<file path="src/rtl/soft_blk_pkg.sv">
package soft_blk_pkg;
  typedef enum logic [2:0] {
    ST_COLLECT,
    ST_APPLY,
    ST_SETTLE,
    ST_CAPTURE,
    ST_SHIFT
  } seq_state_e;
endpackage

</file>
<file path="src/rtl/soft_blk_conv.sv">
module soft_blk_conv #(
  parameter int SOFT_W = 8,
  parameter int CODE_W = 6,
  parameter int NORM_W = 3
) (
  input  logic signed [SOFT_W-1:0] soft_i,
  input  logic                     test_mode_i,
  output logic [CODE_W-1:0]        code_o
);
  localparam int WIDE_HI = 2**(CODE_W-1) - 1;
  localparam int WIDE_LO = -(2**(CODE_W-1));
  localparam int NORM_HI = 2**(NORM_W-1) - 1;
  localparam int NORM_LO = -(2**(NORM_W-1));

  logic signed [SOFT_W-1:0] hi_s, lo_s, clip_s;
  logic [SOFT_W-1:0]        off_u, sum_u;

  always_comb begin
    hi_s   = test_mode_i ? SOFT_W'(WIDE_HI) : SOFT_W'(NORM_HI);
    lo_s   = test_mode_i ? SOFT_W'(WIDE_LO) : SOFT_W'(NORM_LO);
    off_u  = test_mode_i ? SOFT_W'(-WIDE_LO) : SOFT_W'(-NORM_LO);
    if (soft_i > hi_s)      clip_s = hi_s;
    else if (soft_i < lo_s) clip_s = lo_s;
    else                    clip_s = soft_i;
    sum_u  = $unsigned(clip_s) + off_u;
    code_o = sum_u[CODE_W-1:0];
  end
endmodule

</file>
<file path="src/rtl/soft_blk_bank.sv">
module soft_blk_bank #(
  parameter int N_SOFT = 28,
  parameter int CODE_W = 6
) (
  input  logic                       clk_i,
  input  logic                       rst_ni,
  input  logic [CODE_W-1:0]          code_i,
  input  logic                       valid_i,
  input  logic                       take_i,
  output logic                       ready_o,
  output logic [N_SOFT*CODE_W-1:0]   block_o,
  output logic                       overrun_o
);
  localparam int CNT_W = $clog2(N_SOFT);

  logic [CODE_W-1:0] mem_q [2][N_SOFT];
  logic [CNT_W-1:0]  wr_cnt_q;
  logic              wr_sel_q, rd_sel_q, ovr_q;
  logic [1:0]        full_q, full_d;
  logic              wr_ok, wr_last;

  assign wr_ok   = valid_i && !full_q[wr_sel_q];
  assign wr_last = (wr_cnt_q == CNT_W'(N_SOFT-1));

  always_comb begin
    full_d = full_q;
    if (take_i)           full_d[rd_sel_q] = 1'b0;
    if (wr_ok && wr_last) full_d[wr_sel_q] = 1'b1;
  end

  always_ff @(posedge clk_i or negedge rst_ni) begin
    if (!rst_ni) begin
      full_q   <= '0;
      wr_cnt_q <= '0;
      wr_sel_q <= 1'b0;
      rd_sel_q <= 1'b0;
      ovr_q    <= 1'b0;
    end else begin
      full_q <= full_d;
      if (take_i) rd_sel_q <= ~rd_sel_q;
      if (valid_i && full_q[wr_sel_q]) ovr_q <= 1'b1;
      if (wr_ok) begin
        if (wr_last) begin
          wr_cnt_q <= '0;
          wr_sel_q <= ~wr_sel_q;
        end else begin
          wr_cnt_q <= wr_cnt_q + CNT_W'(1);
        end
      end
    end
  end

  // storage needs no reset: contents are only read once a bank is full
  always_ff @(posedge clk_i) begin
    if (wr_ok) mem_q[wr_sel_q][wr_cnt_q] <= code_i;
  end

  for (genvar k = 0; k < N_SOFT; k++) begin : g_flat
    assign block_o[k*CODE_W +: CODE_W] = mem_q[rd_sel_q][k];
  end

  assign ready_o   = full_q[rd_sel_q];
  assign overrun_o = ovr_q;
endmodule

</file>
<file path="src/rtl/soft_blk_fsm.sv">
module soft_blk_fsm
  import soft_blk_pkg::*;
#(
  parameter int N_SOFT = 28,
  parameter int N_BITS = 14,
  parameter int CODE_W = 6,
  parameter int SET_W  = 10
) (
  input  logic                     clk_i,
  input  logic                     rst_ni,
  input  logic                     ready_i,
  input  logic [N_SOFT*CODE_W-1:0] block_i,
  input  logic [SET_W-1:0]         settle_i,
  input  logic [N_BITS-1:0]        dec_bits_i,
  output logic                     take_o,
  output logic [N_SOFT*CODE_W-1:0] dac_code_o,
  output logic                     dac_en_o,
  output logic                     bit_o,
  output logic                     bit_valid_o
);
  localparam int IDX_W = $clog2(N_BITS);

  seq_state_e               state_q;
  logic [SET_W-1:0]         cnt_q;
  logic [IDX_W-1:0]         idx_q;
  logic [N_BITS-1:0]        cap_q;
  logic [N_SOFT*CODE_W-1:0] dac_q;

  always_ff @(posedge clk_i or negedge rst_ni) begin
    if (!rst_ni) begin
      state_q <= ST_COLLECT;
      cnt_q   <= '0;
      idx_q   <= '0;
      cap_q   <= '0;
      dac_q   <= '0;
    end else begin
      unique case (state_q)
        ST_COLLECT: if (ready_i) state_q <= ST_APPLY;
        ST_APPLY: begin
          dac_q   <= block_i;  // copy frees the bank for the next block
          cnt_q   <= settle_i;
          state_q <= ST_SETTLE;
        end
        ST_SETTLE: begin
          if (cnt_q <= SET_W'(1)) state_q <= ST_CAPTURE;
          else                    cnt_q   <= cnt_q - SET_W'(1);
        end
        ST_CAPTURE: begin
          cap_q   <= dec_bits_i;
          idx_q   <= '0;
          state_q <= ST_SHIFT;
        end
        ST_SHIFT: begin
          if (idx_q == IDX_W'(N_BITS-1)) state_q <= ST_COLLECT;
          else                           idx_q   <= idx_q + IDX_W'(1);
        end
        default: state_q <= ST_COLLECT;
      endcase
    end
  end

  assign take_o      = (state_q == ST_APPLY);
  assign dac_code_o  = dac_q;
  assign dac_en_o    = (state_q == ST_SETTLE) || (state_q == ST_CAPTURE);
  assign bit_valid_o = (state_q == ST_SHIFT);
  assign bit_o       = bit_valid_o & cap_q[idx_q];
endmodule

</file>
<file path="src/rtl/soft_blk_seq.sv">
module soft_blk_seq #(
  parameter int SOFT_W = 8,
  parameter int N_BITS = 14,
  parameter int CODE_W = 6,
  parameter int NORM_W = 3,
  parameter int SET_W  = 10,
  localparam int N_SOFT = 2 * N_BITS
) (
  input  logic                     clk_i,
  input  logic                     rst_ni,
  input  logic signed [SOFT_W-1:0] soft_i,
  input  logic                     soft_valid_i,
  input  logic                     test_mode_i,
  input  logic [SET_W-1:0]         settle_i,
  output logic [N_SOFT*CODE_W-1:0] dac_code_o,
  output logic                     dac_en_o,
  input  logic [N_BITS-1:0]        dec_bits_i,
  output logic                     bit_o,
  output logic                     bit_valid_o,
  output logic                     overrun_o
);
  logic [CODE_W-1:0]        code_w;
  logic                     ready_w, take_w;
  logic [N_SOFT*CODE_W-1:0] block_w;

  soft_blk_conv #(.SOFT_W(SOFT_W), .CODE_W(CODE_W), .NORM_W(NORM_W)) u_conv (
    .soft_i      (soft_i),
    .test_mode_i (test_mode_i),
    .code_o      (code_w)
  );

  soft_blk_bank #(.N_SOFT(N_SOFT), .CODE_W(CODE_W)) u_bank (
    .clk_i     (clk_i),
    .rst_ni    (rst_ni),
    .code_i    (code_w),
    .valid_i   (soft_valid_i),
    .take_i    (take_w),
    .ready_o   (ready_w),
    .block_o   (block_w),
    .overrun_o (overrun_o)
  );

  soft_blk_fsm #(.N_SOFT(N_SOFT), .N_BITS(N_BITS), .CODE_W(CODE_W), .SET_W(SET_W)) u_fsm (
    .clk_i       (clk_i),
    .rst_ni      (rst_ni),
    .ready_i     (ready_w),
    .block_i     (block_w),
    .settle_i    (settle_i),
    .dec_bits_i  (dec_bits_i),
    .take_o      (take_w),
    .dac_code_o  (dac_code_o),
    .dac_en_o    (dac_en_o),
    .bit_o       (bit_o),
    .bit_valid_o (bit_valid_o)
  );
endmodule

</file>
<file path="config.mk">
export PLATFORM = sky130hd
export DESIGN_NAME = soft_blk_seq
export DESIGN_NICKNAME = d
export VERILOG_FILES = /design/src/rtl/soft_blk_pkg.sv /design/src/rtl/soft_blk_conv.sv /design/src/rtl/soft_blk_bank.sv /design/src/rtl/soft_blk_fsm.sv /design/src/rtl/soft_blk_seq.sv
export SDC_FILE = /design/constraint.sdc
export NUM_CORES = 1
export LEC_CHECK = 0
export BUFFER_PORTS_ARGS = -buffer_cell sky130_fd_sc_hd__buf_2
export CORE_ASPECT_RATIO = 0.6
export CORE_MARGIN = 4
export CORE_UTILIZATION = 40
export DETAILED_ROUTE_END_ITERATION = 16
export GPL_TIMING_DRIVEN = 0
export PLACE_DENSITY = 0.6
export SLEW_MARGIN = 0
export SYNTH_ARGS = -nofsm -noshare
export SYNTH_HDL_FRONTEND = slang
export SYNTH_SLANG_ARGS = --single-unit
</file>
<file path="constraint.sdc">
create_clock -name clk_i -period 1.8 [get_ports clk_i]
set_input_delay 0.09 -clock clk_i [delete_from_list [all_inputs] [get_ports clk_i]]
set_output_delay 0.09 -clock clk_i [all_outputs]
set_load 0.05 [all_outputs]
</file>
* After elaboration in Yosys (flattened, before gate mapping)
Memory sizes are Yosys's and may differ from the RTL's. A register that Yosys moved wholly into a read port is not among the register bits. Cells that the tools add are included.
Storage, ports and cells: register bits 41, memory bits (writable) 336, input bits 36, output and inout port bits 172, word-level logic and storage cells 88, memories 1
Cells by class: add/subtract/negate cells 4, $lt $le $gt $ge 10, eq/ne operators 11, mux-type cells 30, bitwise gates (word level) 7, reductions and logical operators 16
Memory list:
- u_bank.mem_q | depth 2, bits a word 168, rd ports 1, clocked after memory_dff 1, write ports 1, line soft_blk_bank.sv:16 | logic [CODE_W-1:0] mem_q [2][N_SOFT];
Operators by type and width (number):
- 2-to-1 mux 168 bit | 1
- demux 6 bit (select 5 bit) | 1
- 2-to-1 mux 6 bit | 4
- case mux 10 bit (2 select lines) | 1
- 2-to-1 mux 5 bit | 3
- case mux 3 bit (5 select lines) | 1
- less-or-equal comparator 10 x 1 -> 1 bit, second input constant | 1
- 2-to-1 mux 10 bit | 1
- subtractor 10 x 1 -> 10 bit, second input constant | 1
- 2-to-1 mux 3 bit | 3
- greater-than comparator 8 x 6 -> 1 bit | 1
- less-than comparator 8 x 6 -> 1 bit | 1
- 2-to-1 mux 1 bit | 8
- inequality test 2 bit, second input constant | 4
- case mux 4 bit (2 select lines) | 1
- adder 6 bit | 1
- == test 3 x 2 -> 1 bit, second input constant | 2
- >= comparator 6 bit, second input constant | 1
- logical AND 1 bit | 6
- less-than comparator 6 x 1 -> 1 bit, second input constant | 1
- NOT 5 -> 6 bit | 1
- AND reduction 2 bit | 3
- adder 5 x 1 -> 5 bit, second input constant | 1
- == test 5 bit, second input constant | 1
- 22 further kinds | 29

* Depth between registers and ports, before layout
Gate-level depths: netlist of run 1.
word-level depth 9, gate-level depth with buffers 12

* Hierarchy
From an unflattened synthesis of run 1, not the netlist that was laid out.
Unflattened totals: cells, all modules 1570, area total of the unflattened synthesis 21559.4 µm²
Modules (own cells, without submodules):
- soft_blk_bank | instances 1, cells an instance 658, area an instance 13091.3 µm², seq. area each 10339.9 µm²
- soft_blk_fsm | instances 1, cells an instance 859, area an instance 8095.3 µm², seq. area each 4979.8 µm²
- soft_blk_conv | instances 1, cells an instance 53, area an instance 372.9 µm², seq. area each 0.0 µm²

* Worst setup path before layout of run 1
OpenSTA, ideal clock, no wires.
path kind input to register, from in test_mode_i, to mem u_bank.mem_q[0][101] (netlist name) (data pin), setup time 0.640 ns, data arrival time 4.091 ns, required time 1.160 ns, path slack -2.931 ns, stages 10, path buffers 1, cells stage by stage clkbuf_1 inv_1 ha_1 a21oi_1 o21ai_0 nand3b_1 a211oi_1 a31oi_1 ha_1 o21ai_0
On the way: word-level cells in the longest chain between the ends 5, elaborated cells between the ends (all ways) 8, classes of those cells add/sub: 1; order compare: 2; mux: 5
RTL lines:
- from (decl) | line soft_blk_seq.sv:13 | input logic test_mode_i,
- 2-to-1 mux 5 bit | line soft_blk_conv.sv:20 | lo_s = test_mode_i ? SOFT_W'(WIDE_LO) : SOFT_W'(NORM_LO);
- less-than comparator 8 x 6 -> 1 bit | line soft_blk_conv.sv:23 | else if (soft_i < lo_s) clip_s = lo_s;
- 2-to-1 mux 6 bit | line soft_blk_conv.sv:23
- 2-to-1 mux 6 bit | line soft_blk_conv.sv:22 | if (soft_i > hi_s) clip_s = hi_s;
- adder 6 bit * | line soft_blk_conv.sv:25 | sum_u = $unsigned(clip_s) + off_u;
- net code_w[5] | line soft_blk_seq.sv:22 | logic [CODE_W-1:0] code_w;
- to (decl) | line soft_blk_bank.sv:16
Mark *: on every way through the listed nets, which the timed path passes. The rest lies on a longest branch.

* Worst setup path after layout of run 1
from reg u_fsm.idx_q[0], to out bit_o
On the way: word-level cells in the longest chain between the ends 3
RTL lines:
- from (decl) | line soft_blk_fsm.sv:25 | logic [IDX_W-1:0] idx_q;
- from (signal assigned) | line soft_blk_fsm.sv:55 | else idx_q <= idx_q + IDX_W'(1);
- binary-select mux 1 bit (select 4 bit) | line soft_blk_fsm.sv:66 | assign bit_o = bit_valid_o & cap_q[idx_q];
- 2-to-1 mux 1 bit (not written as such) | line soft_blk_fsm.sv:66
- AND 1 bit | line soft_blk_fsm.sv:66
- to (decl) | line soft_blk_seq.sv:18 | output logic bit_o,
No other way between the ends. The select of a mux whose other input is x is not followed.

==> impl_metrics.env, run 1 <==
export IMPL_drtIter0Drc=1036
export IMPL_timing_reg2reg_setup_slack_ps=-140
export IMPL_core_area_sq_um=50900
export IMPL_path_delay_family="multiplexers"
export IMPL_hpwlAfterDp_um=33000
export IMPL_cts_root_buf="clkbuf_16"
export IMPL_synth_area_sq_um=20600
export IMPL_synth_edf_count=336
export IMPL_antenna_found_initial=2
export IMPL_p_leak_nw=11.0
export IMPL_drtAntennaViolNets=0
export IMPL_die_y_um=184
export IMPL_ys_ff_latch=545
export IMPL_synthTopCellsByArea="edfxtp_1, dfrtp_1, mux2i_1, nand2_1, o21ai_0"
export IMPL_h_tree_depth=2
export IMPL_min_from="soft_i[0]"
export IMPL_grt_pass1_vias=12700
export IMPL_clock_skew_final_ps=20.9
export IMPL_fin_cells=2517
export IMPL_finalWorstSetupSlack_ps=-651
export IMPL_wl_um=55700
export IMPL_drive_gt1_frac=0.328
export IMPL_maxCapViolCount=1
export IMPL_die_x_um=301
export IMPL_worst_path_largest_cell_delay_ps=530
export IMPL_layout_nets=1833
export IMPL_synth_common_cells="edfxtp_1, dfrtp_1, nand2_1"
export IMPL_dpl_cell_count=2296
export IMPL_cp_max_fo=4
export IMPL_hold_viol=0
export IMPL_hold_end="u_bank.mem_q[1][30]"
export IMPL_whs_ps=146
export IMPL_crit_path_end_kind="primary output"
export IMPL_rsz0062_at_grt="true"
export IMPL_crit_buf_inv=2
export IMPL_path_common_cell="mux4_2"
export IMPL_worstPathCellList="buf_6 > mux4_2 > mux4_2 > and2_4 > buf_8"
export IMPL_num_vias=12900
export IMPL_synth_warnings=0
export IMPL_dieArea_sq_um=55300
export IMPL_synth_area_per_cell_sq_um=14.8
export IMPL_postLayoutCellArea_sq_um=27100
export IMPL_start_util=0.404
export IMPL_setup_viol=469
export IMPL_max_freq_mhz=408
export IMPL_yosys_area_top_type="edfxtp_1"
export IMPL_yosysMostFrequentCell="edfxtp_1"
export IMPL_avgRoutedWirePerCell_um=22.1
export IMPL_p_total_w=0.0492
export IMPL_period_share=1.36
export IMPL_required_ps=1710
export IMPL_ir_worst_vdd_uv=826
export IMPL_syn_num_nets=1444
export IMPL_drc_errors=0
export IMPL_r2r_cells=7
export IMPL_viasPerCell=5.11
export IMPL_grt_pass1_wl_um=78100
export IMPL_synth_ff_type="edfxtp_1"
export IMPL_clock_sinks=545
export IMPL_synth_seq_area_share=0.744
export IMPL_cts_tree="done"
export IMPL_critPathLaunchType="flop"
export IMPL_area_growth_synth_to_final_pct=31.5
export IMPL_crit_arrival_ps=2360
export IMPL_power_density_nw_per_um2=1820
export IMPL_tightest_slew_ps=1500
export IMPL_async_flop_share=0.383
export IMPL_gr_total_overflow=0
export IMPL_worstSkewPairLatency_ps=570
export IMPL_grt_max_degree=113
export IMPL_yosys_cell_types_count=50
export IMPL_yosysTopAreaCellShare=0.490
export IMPL_outcome="finished, violations left"
export IMPL_dpl_cell_area_sq_um=22700
export IMPL_period_needed_ps=2450
export IMPL_gp_congestion=0.777
export IMPL_cts_buffers=51
export IMPL_max_slew_margin=-0.00421
export IMPL_clk_pin_slew_ps=70
export IMPL_r2r_end="u_fsm.cnt_q[6]"
export IMPL_track_usage=0.187
export IMPL_placementRows=64
export IMPL_crit_type="flop to primary output"
export IMPL_slowest_stage="mux4_2"
export IMPL_hold_class="primary input to flop"
export IMPL_hold_depth=3
export IMPL_clockBufferDepth=3
export IMPL_netlist_instances=1392
export IMPL_drtPass1Iterations=5
export IMPL_finalMaxSlewViolations=1
export IMPL_r2r_start="u_fsm.state_q[2]"
export IMPL_io_pins=208
export IMPL_io_buffer_count=205
export IMPL_violations="capacitance limit, slew limit, setup timing"
## placed cells by master (no fill, tap or decap), drive strengths merged, types with 4 or more instances in the layout
| cell | Yosys | layout |
|---|---|---|
| dlygate4sd3 | 0 | 27 |
| nand2 | 192 | 192 |
| xnor2 | 5 | 6 |
| mux4 | 4 | 4 |
| and2 | 5 | 5 |
| o21ai | 182 | 184 |
| xor2 | 4 | 4 |
| nor2b | 6 | 6 |
| inv | 12 | 12 |
| clkinv | 0 | 11 |
| clkbuf | 43 | 119 |
| bufinv | 0 | 4 |
| a211oi | 4 | 4 |
| edfxtp | 336 | 336 |
| nor2 | 69 | 69 |
| or3b | 4 | 4 |
| nand3 | 14 | 14 |
| mux2 | 16 | 16 |
| mux2i | 170 | 170 |
| a21oi | 26 | 26 |
| ha | 16 | 16 |
| nor3 | 4 | 4 |
| buf | 30 | 339 |
| dfrtp | 209 | 209 |
| nand2b | 4 | 4 |
## layer usage
metal,up-vias,global-route usage,part of all wire
met2,381,0.284,0.44
met1,6561,0.281,0.47
met4,0,0.0447,0.019
met3,69,0.0354,0.064
met5,-,0,0
li1,5863,-,-
## power breakdown
part           switching, W  internal, W
clock               0.00457      0.00640
combinational        0.0144      0.00625
sequential          0.00150       0.0161
## metrics by stage
stage	util	setup WS, ps	setup TNS (ps)
final	0.531	-651	-67960
after detailed placement	0.446	-1600	-664380
after global placement	0.443	-3370	-1546400
after floorplan	-	-817	-203130
after CTS	0.496	-685	-232950
after global routing	0.531	-728	-100540
## what timing repair did
item	CTS	global route
gates resized for setup	109	294
setup buffers	14	69
setup endpoints to repair	811	813
cloned	3	14
pin swaps	8	44
hold endpoints to repair	138	0
hold buffers	27	0
## worst max path at each step
stage,to,startpoint,cells after the start
5_1_grt,bit_o,u_fsm.idx_q[0],5
4_1_cts,bit_o,u_fsm.idx_q[0],5
6_report,bit_o,u_fsm.idx_q[0],5
3_5_place_dp,u_bank.mem_q[0][64],test_mode_i,13
3_3_place_gp,u_fsm.dac_code_o[25],rst_ni,1
2_1_floorplan,u_bank.mem_q[0][100],test_mode_i,11
## layout make-up
type	count	area, sq um
fillers	4238	23900
flip-flops and latches	545	15300
well taps	693	867
multi-input cells	765	5750
plain buffers	72	634
diodes	1	2.50
repair buffers	334	2710
clock inverters	16	184
clock buffers	79	1520
inverters	12	60.1
## flip-flops by register name (all words and copies together), names as in the netlist
name / cells
u_fsm.dac_code_o: 168
u_fsm.cap_q: 14
u_bank.rd_sel_q: 1
u_fsm.idx_q: 4
u_fsm.cnt_q: 10
u_bank.wr_sel_q: 1
u_bank.mem_q: 336
u_fsm.state_q: 3
u_bank.full_q: 2
u_bank.wr_cnt_q: 5
u_bank.overrun_o: 1
## cell families (layout without fill, tap and decap cells)
group / count (synthesis) / count (layout) / synth area share
compound gates: 231 / 233 / 0.0592
xor+xnor: 9 / 10 / 0.00383
fa+ha+maj: 16 / 16 / 0.00973
buf+inv: 85 / 513 / 0.0216
flops: 545 / 545 / 0.744
mux: 190 / 190 / 0.0964
other cells: 0 / 1 / 0
simple gates: 316 / 316 / 0.0650
## worst min-delay path: stages
cell	delay, ps
buf_2	110
inv_1	90
a21oi_4	210
Power figures use the tool's default switching activity.
==> run 2, diff against run 1 <==
CORE_UTILIZATION = 25   (was 40)
PLACE_DENSITY = 0.42   (was 0.6)
SKIP_LAST_GASP = 1   (was default)
==> impl_metrics.env, run 2 (synthesis gave the netlist of run 1 again) <==
export IMPL_outcome="finished, violations left"
export IMPL_violations="setup timing"
export IMPL_finalWorstSetupSlack_ps=-688
export IMPL_cts_buffers=54
export IMPL_drtIter0Drc=792
export IMPL_grt_pass1_vias=13200
export IMPL_h_tree_depth=2
export IMPL_gp_congestion=0.755
export IMPL_largest_reg_flops=336
export IMPL_crit_path_end_kind="primary output"
export IMPL_whs_ps=22.1
export IMPL_crit_type="flop to primary output"
export IMPL_antennaDiodeCount=0
export IMPL_hold_viol=0
export IMPL_die_y_um=230
export IMPL_io_pins=208
export IMPL_maxCapViolCount=0
export IMPL_placementRows=81
export IMPL_cp_max_fo=4
export IMPL_gr_total_overflow=0
export IMPL_drtPass1Iterations=5
export IMPL_grt_pass1_wl_um=92500
export IMPL_viasPerCell=4.41
export IMPL_rsz0062_at_grt="true"
export IMPL_start_util=0.253
export IMPL_cts_root_buf="clkbuf_16"
export IMPL_drtAntennaViolNets=0
export IMPL_die_x_um=378
export IMPL_p_leak_nw=11.4
export IMPL_dieArea_sq_um=87100
export IMPL_drc_errors=0
export IMPL_max_slew_margin=0.415
export IMPL_grt_max_degree=107
export IMPL_antenna_found_initial=6
export IMPL_track_usage=0.147
export IMPL_finalMaxSlewViolations=0
export IMPL_worstSkewPairLatency_ps=610
export IMPL_pre_cts_slack_ps=-1350
export IMPL_crit_arrival_ps=2400
export IMPL_mostFrequentLayoutCells="edfxtp_1, buf_2, dfrtp_1"
export IMPL_critPathLaunchType="flop"
export IMPL_clock_skew_final_ps=18.3
export IMPL_num_vias=12900
export IMPL_cts_tree="done"
export IMPL_regMostFlops="u_bank.mem_q"
export IMPL_period_needed_ps=2490
export IMPL_period_share=1.38
export IMPL_hold_class="primary input to async pin"
export IMPL_hpwlAfterDp_um=38100
export IMPL_avgRoutedWirePerCell_um=22.3
export IMPL_ir_worst_vdd_uv=900
export IMPL_drive_gt1_frac=0.401
export IMPL_tightest_slew_ps=878
export IMPL_required_ps=1710
export IMPL_setup_viol=209
export IMPL_wl_um=65100
export IMPL_area_growth_synth_to_final_pct=39.7
export IMPL_power_density_nw_per_um2=1810
export IMPL_clk_pin_slew_ps=60
export IMPL_layout_nets=1851
export IMPL_clock_sinks=545
export IMPL_clockBufferDepth=3
export IMPL_layout_commonest_cell="edfxtp_1"
export IMPL_max_freq_mhz=402
export IMPL_io_buffer_count=205
export IMPL_core_area_sq_um=81500
==> run 2: area by class of cell <==
| cell class | instances | area (sq um) |
|---|---|---|
| clock inverter | 29 | 241 |
| clock buffer | 73 | 1510 |
| inverter | 12 | 60.1 |
| timing repair buffer | 358 | 3370 |
| multi-input combinational | 762 | 6150 |
| tap | 1079 | 1350 |
| fill | 7880 | 52700 |
| sequential | 545 | 15300 |
| buffer | 66 | 737 |
==> run 2: final timing paths <==
check	start	endpoint	slack, ps	depth (start not counted)
max	u_fsm.idx_q[0]	bit_o	-690	5
min	rst_ni	u_fsm.dac_code_o[166]	20	3
max reg2reg	u_bank.wr_sel_q	u_bank.mem_q[1][146]	-40	5
min reg2reg	u_fsm.dac_code_o[159]	u_fsm.dac_code_o[159]	480	2
max in group asynchronous	rst_ni	u_fsm.dac_code_o[37]	720	4
min in group clk_i	soft_valid_i	u_bank.overrun_o	100	3
==> run 2: power by group <==
| part | internal (W) | switching (W) | total [W] |
|---|---|---|---|
| logic | 0.00756 | 0.0152 | 0.0227 |
| registers | 0.0161 | 0.00190 | 0.0180 |
| clock network | 0.00643 | 0.00490 | 0.0113 |
| total | 0.0301 | 0.0220 | 0.0521 |
==> run 2: timing repair <==
item                                   in CTS  in global routing
buffers inserted                           72                 25
resized for setup                         329                304
gates cloned                               29                  7
hold buffers                               28                  0
endpoints found under the hold margin     140                  0
pin swaps                                  39                 56
setup endpoints to repair                 751                621
==> run 2: stage by stage <==
step                      TNS [ps]  std cells  utilization  area, sq um  power (W)
after floorplan            -203130       1392            -        20700     0.0302
after global placement    -1815520       2676        0.283        23100     0.0358
after detailed placement   -723200       2686        0.286        23300     0.0361
after CTS                   -38100       2911        0.345        28100     0.0513
after global routing        -57590       2924        0.353        28700     0.0547
final                       -41250       2924        0.353        28700     0.0521
==> run 2: routing by layer <==
layer	track usage	up-vias	part of all wire
li1	-	5910	-
met2	0.212	270	0.43
met4	0.0320	0	0.017
met3	0.0335	81	0.057
met1	0.223	6640	0.50
met5	0	-	0
==> run 2: worst max-delay path, stage by stage, from the launching register on <==
cell,delay (ps)
dfrtp_1,360
buf_6,130
mux4_2,530
mux4_2,460
and2_4,150
buf_8,140
